===== config.mk =====
export PLATFORM = sky130hd
export DESIGN_NAME = attr_port
export DESIGN_NICKNAME = d
export VERILOG_FILES = /design/src/rtl/attr_pkg.sv /design/src/rtl/attr_ctrl.sv /design/src/rtl/attr_dpath.sv /design/src/rtl/attr_pix_mask.sv /design/src/rtl/attr_port.sv
export SDC_FILE = /design/constraint.sdc
export NUM_CORES = 1
export LEC_CHECK = 0
export CORE_UTILIZATION = 50
export DETAILED_ROUTE_END_ITERATION = 7
export DONT_BUFFER_PORTS = 1
export PLACE_DENSITY = 0.73
export SLEW_MARGIN = 20
export SYNTH_ARGS = -nofsm -noshare
export SYNTH_HDL_FRONTEND = slang
export SYNTH_SLANG_ARGS = --single-unit
export TNS_END_PERCENT = 50

===== constraint.sdc =====
create_clock -name clk -period 3.75 [get_ports clk]
set_input_delay 0.5625 -clock clk [delete_from_list [all_inputs] [get_ports clk]]
set_output_delay 0.5625 -clock clk [all_outputs]
set_load 0.01 [all_outputs]

===== src/rtl/attr_pkg.sv =====
package attr_pkg;
  localparam int ATTR_DW    = 8;
  localparam int ATTR_IDX_W = 5;

  typedef enum logic [1:0] {
    SEL_ATTR = 2'b00,
    SEL_DATA = 2'b01,
    SEL_STAT = 2'b10,
    SEL_NONE = 2'b11
  } portSel_e;

  typedef struct packed {
    logic idxWr;
    logic regWr;
    logic attrRd;
    logic dataRd;
    logic statRd;
    logic noneRd;
  } attrStrobe_t;
endpackage


===== src/rtl/attr_ctrl.sv =====
module attr_ctrl
  import attr_pkg::*;
(
  input  logic        clk,
  input  logic        rstN,
  input  logic        wrEn,
  input  logic        rdEn,
  input  logic [1:0]  portSel,
  output attrStrobe_t stb,
  output logic        dataPhase
);
  portSel_e selDec;
  logic     attrWr;

  assign selDec = portSel_e'(portSel);
  assign attrWr = wrEn && (selDec == SEL_ATTR);

  always_comb begin
    stb        = '0;
    stb.idxWr  = attrWr && !dataPhase;
    stb.regWr  = attrWr && dataPhase;
    stb.attrRd = rdEn && (selDec == SEL_ATTR);
    stb.dataRd = rdEn && (selDec == SEL_DATA);
    stb.statRd = rdEn && (selDec == SEL_STAT);
    stb.noneRd = rdEn && (selDec == SEL_NONE);
  end

  // Phase toggle: a status read forces index phase, an attribute write flips it.
  always_ff @(posedge clk or negedge rstN) begin
    if (!rstN)           dataPhase <= 1'b0;
    else if (stb.statRd) dataPhase <= 1'b0;
    else if (attrWr)     dataPhase <= !dataPhase;
  end
endmodule


===== src/rtl/attr_dpath.sv =====
module attr_dpath
  import attr_pkg::*;
#(
  parameter int NUM_REGS  = 21,
  parameter int PLANE_IDX = 18,
  parameter int OVS_IDX   = 17,
  parameter int PLANE_RST = 15,
  parameter int PIX_W     = 4
) (
  input  logic               clk,
  input  logic               rstN,
  input  attrStrobe_t        stb,
  input  logic               dataPhase,
  input  logic [ATTR_DW-1:0] wrData,
  output logic [ATTR_DW-1:0] rdData,
  output logic [ATTR_DW-1:0] idxByte,
  output logic [PIX_W-1:0]   planeEn,
  output logic [PIX_W-1:0]   ovsVal
);
  localparam int IDX_SPAN = 1 << ATTR_IDX_W;

  logic [ATTR_DW-1:0]    regFile [NUM_REGS];
  logic [ATTR_IDX_W-1:0] regSel;
  logic                  idxHit;
  logic [ATTR_DW-1:0]    selReg;
  logic [ATTR_DW-1:0]    rdNext;

  assign regSel = idxByte[ATTR_IDX_W-1:0];
  assign idxHit = (IDX_SPAN'(regSel) < IDX_SPAN'(NUM_REGS));

  always_ff @(posedge clk or negedge rstN) begin
    if (!rstN)          idxByte <= '0;
    else if (stb.idxWr) idxByte <= wrData;
  end

  for (genvar g = 0; g < NUM_REGS; g++) begin : g_reg
    localparam logic [ATTR_DW-1:0] RST_VAL =
      (g == PLANE_IDX) ? ATTR_DW'(PLANE_RST) : '0;
    logic [ATTR_DW-1:0] q;
    always_ff @(posedge clk or negedge rstN) begin
      if (!rstN)
        q <= RST_VAL;
      else if (stb.regWr && (regSel == ATTR_IDX_W'(g)))
        q <= wrData;
    end
    assign regFile[g] = q;
  end

  always_comb begin
    selReg = '0;
    for (int i = 0; i < NUM_REGS; i++)
      if (regSel == ATTR_IDX_W'(i)) selReg = regFile[i];
  end

  always_comb begin
    rdNext = '0;
    if (stb.attrRd)      rdNext = idxByte;
    else if (stb.dataRd) rdNext = idxHit ? selReg : '0;
    else if (stb.statRd) rdNext = {{(ATTR_DW-1){1'b0}}, dataPhase};
  end

  always_ff @(posedge clk or negedge rstN) begin
    if (!rstN)
      rdData <= '0;
    else if (stb.attrRd || stb.dataRd || stb.statRd || stb.noneRd)
      rdData <= rdNext;
  end

  assign planeEn = regFile[PLANE_IDX][PIX_W-1:0];
  assign ovsVal  = regFile[OVS_IDX][PIX_W-1:0];
endmodule


===== src/rtl/attr_pix_mask.sv =====
module attr_pix_mask #(
  parameter int PIX_W = 4
) (
  input  logic             clk,
  input  logic             rstN,
  input  logic             videoOn,
  input  logic [PIX_W-1:0] pixIn,
  input  logic [PIX_W-1:0] planeEn,
  input  logic [PIX_W-1:0] ovsVal,
  output logic [PIX_W-1:0] pixOut,
  output logic             dispEn
);
  logic [PIX_W-1:0] masked;

  for (genvar b = 0; b < PIX_W; b++) begin : g_bit
    assign masked[b] = pixIn[b] & planeEn[b];
  end

  always_ff @(posedge clk or negedge rstN) begin
    if (!rstN) begin
      pixOut <= '0;
      dispEn <= 1'b0;
    end else begin
      pixOut <= videoOn ? masked : ovsVal;
      dispEn <= videoOn;
    end
  end
endmodule


===== src/rtl/attr_port.sv =====
module attr_port
  import attr_pkg::*;
#(
  parameter int NUM_REGS  = 21,
  parameter int PLANE_IDX = 18,
  parameter int OVS_IDX   = 17,
  parameter int VIDEO_BIT = 5,
  parameter int PIX_W     = 4
) (
  input  logic             clk,
  input  logic             rstN,
  input  logic             wrEn,
  input  logic             rdEn,
  input  logic [1:0]       portSel,
  input  logic [7:0]       wrData,
  output logic [7:0]       rdData,
  input  logic [PIX_W-1:0] pixIn,
  output logic [PIX_W-1:0] pixOut,
  output logic             dispEn
);
  localparam int PLANE_RST = (1 << PIX_W) - 1;

  attrStrobe_t        stb;
  logic               dataPhase;
  logic [ATTR_DW-1:0] idxByte;
  logic [PIX_W-1:0]   planeEn;
  logic [PIX_W-1:0]   ovsVal;

  attr_ctrl u_ctrl (
    .clk(clk), .rstN(rstN), .wrEn(wrEn), .rdEn(rdEn),
    .portSel(portSel), .stb(stb), .dataPhase(dataPhase)
  );

  attr_dpath #(
    .NUM_REGS(NUM_REGS), .PLANE_IDX(PLANE_IDX), .OVS_IDX(OVS_IDX),
    .PLANE_RST(PLANE_RST), .PIX_W(PIX_W)
  ) u_dpath (
    .clk(clk), .rstN(rstN), .stb(stb), .dataPhase(dataPhase),
    .wrData(wrData), .rdData(rdData), .idxByte(idxByte),
    .planeEn(planeEn), .ovsVal(ovsVal)
  );

  attr_pix_mask #(.PIX_W(PIX_W)) u_pix (
    .clk(clk), .rstN(rstN), .videoOn(idxByte[VIDEO_BIT]),
    .pixIn(pixIn), .planeEn(planeEn), .ovsVal(ovsVal),
    .pixOut(pixOut), .dispEn(dispEn)
  );
endmodule


## Word level (Yosys, flattened, before mapping)

Cells that the tools add are included.
Widths: inputs -> output; s select.

- Flip-flop bits (word level): 190
- Output and inout bits: 13
- Input bits: 18

- Eq/ne operators: 23
- Reductions and logical operators: 35
- Bitwise operators: 4
- Order comparisons: 1
- Muxes and demuxes: 28

Operators by type and width:

| cell | number |
|---|---|
| $mux 8 | 24 |
| $eq 5x4->1 const B | 8 |
| $logic_and 1x1->1 | 28 |
| $eq 5x5->1 const B | 5 |
| $eq 5x3->1 const B | 4 |
| $eq 5x2->1 const B | 2 |
| $eq 5x1->1 const B | 1 |
| $logic_not 5->1 | 1 |
| $lt 5x5->1 const B | 1 |
| $and 1x1->1 | 4 |
| $eq 2x2->1 const B | 2 |
| $mux 4 | 1 |
| $logic_or 1x1->1 | 3 |
| $mux 1 | 3 |
| $eq 2x1->1 const B | 1 |
| $logic_not 2->1 | 1 |
| $reduce_bool 2->1 | 1 |
| $logic_not 1->1 | 1 |

## Longest topological paths before layout

Gate-level depths: netlist (run 1).

- Word-level depth: 25
- Gate-level depth with buffers: 10
- Gate-level depth less buffers: 6

## Modules after synthesis

Synthesis (run 1) repeated with hierarchy kept, for this count alone.

- Cells, all modules: 779
- Area total of the unflattened synthesis: 9283.9 µm²

Modules (own cells, without submodules):

| module | area each (µm²) | instances | cells an instance |
|---|---|---|---|
| attr_dpath | 9002.4 | 1 | 746 |
| attr_pix_mask | 180.2 | 1 | 17 |
| attr_ctrl | 101.3 | 1 | 16 |

## Least setup slack after synthesis (run 1)

Ideal clock, no wire load.

- Path type: input-to-reg
- From: input port portSel[1]
- To: register u_dpath.g_reg[14].q[0]
- Buffers on the path: 1
- Arrival: 1.838 ns
- Setup slack: 1.787 ns
- Stages: 6
- Cell sequence: nor2_1 nand3_1 nor2_1 and3_1 buf_2 mux2_2

- Word-level cells in the longest chain between the ends: 4

Ends and longest elaborated chain:

| what | line | source |
|---|---|---|
| from (decl) | attr_port.sv:14 | `input logic [1:0] portSel,` |
| $logic_not 2->1 | attr_ctrl.sv:16 | `assign attrWr = wrEn && (selDec == SEL_ATTR);` |
| $logic_and 1x1->1 | attr_ctrl.sv:16 |  |
| $logic_and 1x1->1 | attr_ctrl.sv:21 | `stb.regWr = attrWr && dataPhase;` |
| $logic_and 1x1->1 | attr_dpath.sv:43 | `else if (stb.regWr && (regSel == ATTR_IDX_W'(g)))` |
| to (signal assigned) | attr_dpath.sv:44 | `q <= wrData;` |
| to (decl) | attr_dpath.sv:39 | `logic [ATTR_DW-1:0] q;` |

No other way between the ends.
A chain may end at the register's enable or synchronous reset.

## Worst setup path in the final report (run 1)

- From: register u_dpath.idxByte[0]
- To: register u_dpath.rdData[5]

- Word-level cells in the longest chain between the ends: 25

Ends and longest elaborated chain:

| what | line | source |
|---|---|---|
| from (decl) | attr_dpath.sv:16 | `output logic [ATTR_DW-1:0] idxByte,` |
| from (signal assigned) | attr_dpath.sv:33 | `else if (stb.idxWr) idxByte <= wrData;` |
| $logic_not 5->1 | attr_dpath.sv:52 | `if (regSel == ATTR_IDX_W'(i)) selReg = regFile[i];` |
| $mux 8 (21 in a row) | attr_dpath.sv:52 |  |
| $mux 8 (*) (2 in a row) | attr_dpath.sv:58 | `else if (stb.dataRd) rdNext = idxHit ? selReg : '0;` |
| $mux 8 (*) | attr_dpath.sv:57 | `if (stb.attrRd) rdNext = idxByte;` |
| to (signal assigned) | attr_dpath.sv:66 | `rdData <= rdNext;` |
| to (decl) | attr_dpath.sv:15 | `output logic [ATTR_DW-1:0] rdData,` |

Every way passes the cells marked *; elsewhere a longest branch is shown, timed or not.

==> results of run 1 <==
-- how the worst max path moves through the flow --
stage / start / endpoint / slack [ps] / cells after the start
CTS: u_dpath.idxByte[1]$_DFFE_PN0P_ / u_dpath.rdData[4]$_DFFE_PN0P_ / 980 / 6
global placement: u_dpath.idxByte[1]$_DFFE_PN0P_ / u_dpath.rdData[0]$_DFFE_PN0P_ / 990 / 6
finish: u_dpath.idxByte[0]$_DFFE_PN0P_ / u_dpath.rdData[5]$_DFFE_PN0P_ / 930 / 7
detailed placement: u_dpath.idxByte[1]$_DFFE_PN0P_ / u_dpath.rdData[1]$_DFFE_PN0P_ / 1000 / 5
floorplan: portSel[1] / u_dpath.g_reg[14].q[0]$_DFFE_PN0P_ / 1790 / 6
global route: u_dpath.idxByte[1]$_DFFE_PN0P_ / u_dpath.rdData[0]$_DFFE_PN0P_ / 740 / 6
-- worst register-to-register path, stage by stage (launching register included) --
cell and delay [ps]:
dfrtp_2 770, buf_4 450, nand3_1 400, nor4b_1 430, nor3_1 120, a21oi_2 170
o21ai_1 100, a221oi_2 290
-- area by class of cell --
type                       count  area, sq um
sequential                   190         4760
multi-input combinational    543         4300
tap                          229          287
inverter                      17         63.8
timing repair buffer          12         90.1
fill                        1563         8150
clock buffer                  22          454
clock inverter                10          165
-- cells in the final DEF, fill, tap and decap left out, types with 3 or more instances in the layout --
cell and count:
a211o_1 3, a21o_1 3, a21oi_1 36, a221o_1 3, a221oi_1 6, a22o_1 3
a22oi_1 11, a31oi_1 8, and3_1 8, buf_4 12, bufinv_16 4, clkbuf_1 4
clkbuf_16 17, clkinv_4 3, dfrtp_1 184, dfstp_2 4, inv_1 15, mux2_2 175
mux2i_1 9, mux4_2 4, nand2_1 56, nand2b_1 7, nand3_1 15, nand4_1 3
nor2_1 32, nor2_2 4, nor2b_1 12, nor3_1 11, o211ai_1 5, o21a_1 4
o21ai_0 50, o221ai_1 7, o22ai_1 10, o41ai_1 3, or3_1 3
-- flip-flops by register name, summed over array words and instances (netlist names) --
register,count
u_pix.dispEn,1
u_ctrl.dataPhase,1
u_dpath.g.q,168
u_dpath.rdData,8
u_dpath.idxByte,8
u_pix.pixOut,4
-- report_power, final --
part | leakage [nW] | total (mW) | switching, mW | internal (mW)
combinational | 1.83 | 1.37 | 0.785 | 0.588
sequential | 2.56 | 2.67 | 0.342 | 2.33
clock | 0.303 | 1.93 | 0.793 | 1.14
total | 4.70 | 5.97 | 1.92 | 4.06
-- cells by family after synthesis --
family,count (synthesis),synth area share (%)
buffers and inverters,76,4.17
flip-flops,190,50.4
AND/OR/NAND/NOR,177,9.98
AO/OA/AOI/OAI,177,12.5
multiplexers,189,23.0
-- per-layer routing --
layer  up-vias  GRT usage [%]
li1       2906              -
met1      3540           40.6
met2       294           42.5
met3        52           7.98
met4         0           9.59
met5         -              0
==> results.toml, run 1 <==
[run_status]
status = "finished with violations"
violations = "hold timing"

[synth]
synthTopCellsByCount = "dfrtp_1, mux2_2, nand2_1"
synthTopCellsByArea = "dfrtp_1, mux2_2, o21ai_0"
synthCells = 809
ys.flop_type = "dfrtp_1"
ys_ff_latch = 190
synth_top_cell_area_share_pct = 49.2
avgSynthCellArea_sq_um = 11.7
synth_area_leader_cell = "dfrtp_1"
netlist_area_sq_um = 9450
async_flop_share_pct = 100
ys_types = 77
synth_most_common_cell = "dfrtp_1"
yosysSeqAreaShare_pct = 50.4
yosys_warnings = 0
synth_nets = 827
synth_edf_count = 0

[drt]
met3_wirelength_microns = 2080
drt-met1-wl_microns = 11800
drtPass1Iterations = 5
met2_length_microns = 11900
wire_per_inst_microns = 25.9
vias = 6792
top_layer = "met4"
routed_via_density = 6.64
wl_microns = 26500
first_iter_violations = 822
route.detailed.drc = 0
final_antenna_net_count = 0

[layout]
final_cells = 1023
final_net_count = 799
drive_above_1_share_pct = 31.0
diodes = 0
final_util_pct = 55.4
stdcell_area_sq_um = 10100
syn2layout_area_growth_pct = 7.07

[setup_path]
critPathBufInv = 1
path_cells = "buf_4, nand3_1, nor4b_1, nor3_1, a21oi_2, o21ai_1, a221oi_2"
cp_slowest_cell = "dfrtp_2"
cp.required_ps = 4100
cp-start-kind = "flop"
max_stage_delay_ps = 770
reg2reg_from = "u_dpath.idxByte[0]$_DFFE_PN0P_"
rr_worst_depth = 7
critical_path_class = "flop to flop"
reg2reg_to = "u_dpath.rdData[5]$_DFFE_PN0P_"
r2r_setup_slack_ps = 930
worst-endpoint-arrival_ps = 3170
cp-end-kind = "flop"
critPathTopFamily = "simple AND/OR/NAND/NOR gates"
crit_path_max_fanout = 31

[placement]
gp_congestion = 0.951
placed_cells = 991
dp_hpwl_microns = 17300
dp_slack_ps = 996
place_area_sq_um = 9500
io_buffers = 0

[floorplan]
fp.dieH_microns = 139
rows = 49
core_sq_um = 18300
die_width_microns = 139
die_area_sq_um = 19500
initial_core_util_pct = 51.7
num_io_pins = 31

[grt]
grt_pass1_vias = 6697
grt_antenna_before_repair = 0
grt_pass1_wl_microns = 41600
grt_max_degree = 191
grt_overflow = 0
globalRouteTotalUtil_pct = 28.7

[cts]
cts_tree = "built"
htree_num_levels = 4
cts_sinks = 190
post-cts-setup-buffer-count = 0
numCtsBuffers = 17
cts-root-buf = "clkbuf_16"
clk_latency_ps = 440
cts_buffer_depth = 2
cts.reportedPaths.clkPinSlew_ps = 70
ctsResizeCount = 0

[power]
leakagePower_nw = 4.70
power_density_nw_per_um2 = 590
total_power_mw = 5.97
ir_drop_uv = 355

[timing]
tns_ps = 0
setup_violations = 0
timing.hold.ws_ps = -171
fin_crit_ps = 2820
drv_slew = 0
rsz0062_at_grt = "false"
tightestPinTransition_ps = 960
fin_ws_ps = 929
max_freq_mhz = 355
post-route-period-util_pct = 75.2
hold_viol_final = 186
fin_skew_ps = 10.9
maxSlewHeadroom_pct = 36.0

[min_path]
hold_class = "input pin to async pin"

[run]
drv_cap = 0
Note: power is estimated with default switching activity, not from simulation.
==> run 2, diff against run 1 <==
--- a/config.mk
+++ b/config.mk
@@ -8,7 +8,7 @@
 export CORE_UTILIZATION = 50
 export DETAILED_ROUTE_END_ITERATION = 7
 export DONT_BUFFER_PORTS = 1
-export PLACE_DENSITY = 0.73
+export PLACE_DENSITY = 0.76
 export SLEW_MARGIN = 20
 export SYNTH_ARGS = -nofsm -noshare
 export SYNTH_HDL_FRONTEND = slang
==> constraint.sdc (replaced) <==
create_clock -name clk -period 2.3 [get_ports clk]
set_input_delay 0.345 -clock clk [delete_from_list [all_inputs] [get_ports clk]]
set_output_delay 0.345 -clock clk [all_outputs]
set_load 0.01 [all_outputs]
==> run 2 against run 1 <==
Net effect: the flow still finishes with violations (hold timing); die area unchanged; final cell count is 4.6% higher; clock power up 54%; critical path depth is the same; register-to-register slack worse by 900 ps; global-route usage grew 0.99 points; wire length grew 2.2%; utilization increased by 2.2 points; sequential share of layout area fell by 1.8 points; clock skew up 3.4 ps; non-clock buffer count rose by 47; critical path type unchanged; critical endpoint is now u_dpath.rdData[0]$_DFFE_PN0P_.
==> results.toml, run 2 (synthesis gave the netlist of run 1 again) <==
[timing]
fin_ws_ps = 29.3
setup_violations = 0
fin_skew_ps = 14.4
drv_slew = 0
tightestPinTransition_ps = 553
maxSlewHeadroom_pct = 63.0
post-route-period-util_pct = 98.7
hold_viol_final = 190
rsz0062_at_grt = "true"
fin_crit_ps = 2270
tns_ps = 0
timing.hold.ws_ps = -401
max_freq_mhz = 440

[cts]
cts_tree = "built"
htree_num_levels = 4
cts-root-buf = "clkbuf_16"
cts.reportedPaths.clkPinSlew_ps = 80
clk_latency_ps = 450
cts_sinks = 190
cts_hold_buffers = 2
cts_buffer_depth = 2
numCtsBuffers = 17
post-cts-setup-buffer-count = 0

[layout]
num-fill-cells = 1543
drive_above_1_share_pct = 35.6
stdcell_area_sq_um = 10500
syn2layout_area_growth_pct = 11.4
largest_reg_flops = 168
largest_register = "u_dpath.g.q"
layout_commonest_cell = "dfrtp_1"
most-common-layout-cells = "dfrtp_1, mux2_2, nand2_1, buf_4, o21ai_0"
final_util_pct = 57.6
diodes = 0
top_regs = "u_dpath.g.q x168, u_dpath.idxByte x8, u_dpath.rdData x8"
final_net_count = 846
final_cells = 1070

[power]
power_density_nw_per_um2 = 944
leakagePower_nw = 4.93
total_power_mw = 9.94
ir_drop_uv = 584

[floorplan]
rows = 49
core_sq_um = 18300
initial_core_util_pct = 51.7
num_io_pins = 31
fp.dieH_microns = 139
die_area_sq_um = 19500
die_width_microns = 139

[grt]
globalRouteTotalUtil_pct = 29.7
grt_overflow = 0
grt_pass1_wl_microns = 42700
grt_max_degree = 191
grt_antenna_before_repair = 1
grt_pass1_vias = 6987

[placement]
io_buffers = 0
placed_cells = 1036
gp_congestion = 0.961
dp_hpwl_microns = 18200
dp_slack_ps = 40.4
place_area_sq_um = 9890

[run]
drv_cap = 0

[setup_path]
cp.required_ps = 2680
critical_path_class = "flop to flop"
crit_path_end = "u_dpath.rdData[0]$_DFFE_PN0P_"
max_stage_delay_ps = 420
cp_slowest_cell = "dfrtp_1"
cp-start-kind = "flop"
worst-endpoint-arrival_ps = 2650
path_cells = "buf_4, inv_2, o32a_1, a221oi_1, o21ai_0, a31oi_2, o211a_1"
reg2reg_to = "u_dpath.rdData[0]$_DFFE_PN0P_"
critPathTopFamily = "compound AO/OA/AOI/OAI gates"
cp-end-kind = "flop"
rr_worst_depth = 7
critPathBufInv = 2
r2r_setup_slack_ps = 30
worstSetupPathDepth = 7
crit_path_max_fanout = 15
reg2reg_from = "u_dpath.idxByte[2]$_DFFE_PN0P_"
startpoint = "u_dpath.idxByte[2]$_DFFE_PN0P_"

[drt]
wl_microns = 27100
routed_via_density = 6.51
vias = 6965
wire_per_inst_microns = 25.3
drtPass1Iterations = 5
first_iter_violations = 707
final_antenna_net_count = 0
route.detailed.drc = 0

[run_status]
status = "finished with violations"
violations = "hold timing"

[min_path]
hold_class = "input pin to async pin"
## run 2: cell count changes in the layout (fill, tap and decap cells not counted), moves of 2 or more
cell / before / now
inv_8: 0 / 4
clkbuf_1: 4 / 0
clkinv_4: 3 / 1
buf_12: 0 / 4
buf_4: 12 / 53
clkinvlp_4: 0 / 2
inv_6: 1 / 4
dlygate4sd3_1: 0 / 2
clkinv_8: 0 / 4
clkinv_2: 2 / 0
bufinv_16: 4 / 0
## run 2: where the power goes
| group | switching, mW | internal, mW |
|---|---|---|
| clock | 1.50 | 1.46 |
| sequential | 0.395 | 3.80 |
| combinational | 1.54 | 1.24 |
## run 2: worst min path at each step
| stage | start | to | slack [ps] | cells after the start |
|---|---|---|---|---|
| 2_1_floorplan | rstN | u_ctrl.dataPhase$_DFFE_PN0P_ | 50 | 0 |
| 3_3_place_gp | rstN | u_dpath.g_reg[10].q[2]$_DFFE_PN0P_ | 60 | 0 |
| 3_5_place_dp | rstN | u_dpath.g_reg[8].q[2]$_DFFE_PN0P_ | 60 | 0 |
| 4_1_cts | rstN | u_dpath.g_reg[8].q[2]$_DFFE_PN0P_ | -410 | 0 |
| 5_1_grt | rstN | u_dpath.g_reg[8].q[2]$_DFFE_PN0P_ | -420 | 0 |
| 6_report | rstN | u_dpath.g_reg[8].q[2]$_DFFE_PN0P_ | -400 | 0 |
## run 2: area by class of cell
type                       count  area [sq um]  area share, %
clock buffer                  17           425           4.04
clock inverter                15           169           1.60
inverter                      17          63.8          0.606
multi-input combinational    543          4320           41.0
sequential                   190          4760           45.3
tap                          229           287           2.72
timing repair buffer          59           498           4.73
## run 2: layer usage
layer	global-route usage (%)	up-vias	share of wire [%]
li1	-	3006	-
met1	42.3	3604	44
met2	43.8	295	45
met3	7.30	60	7.7
met4	11.2	0	3.3
met5	0	-	0
## run 2: repair_timing
| item | 4_1_cts | 5_1_grt |
|---|---|---|
| resized for setup | 0 | 5 |
| endpoints found under the hold margin | 192 | 190 |
| setup endpoints to repair | 0 | 12 |
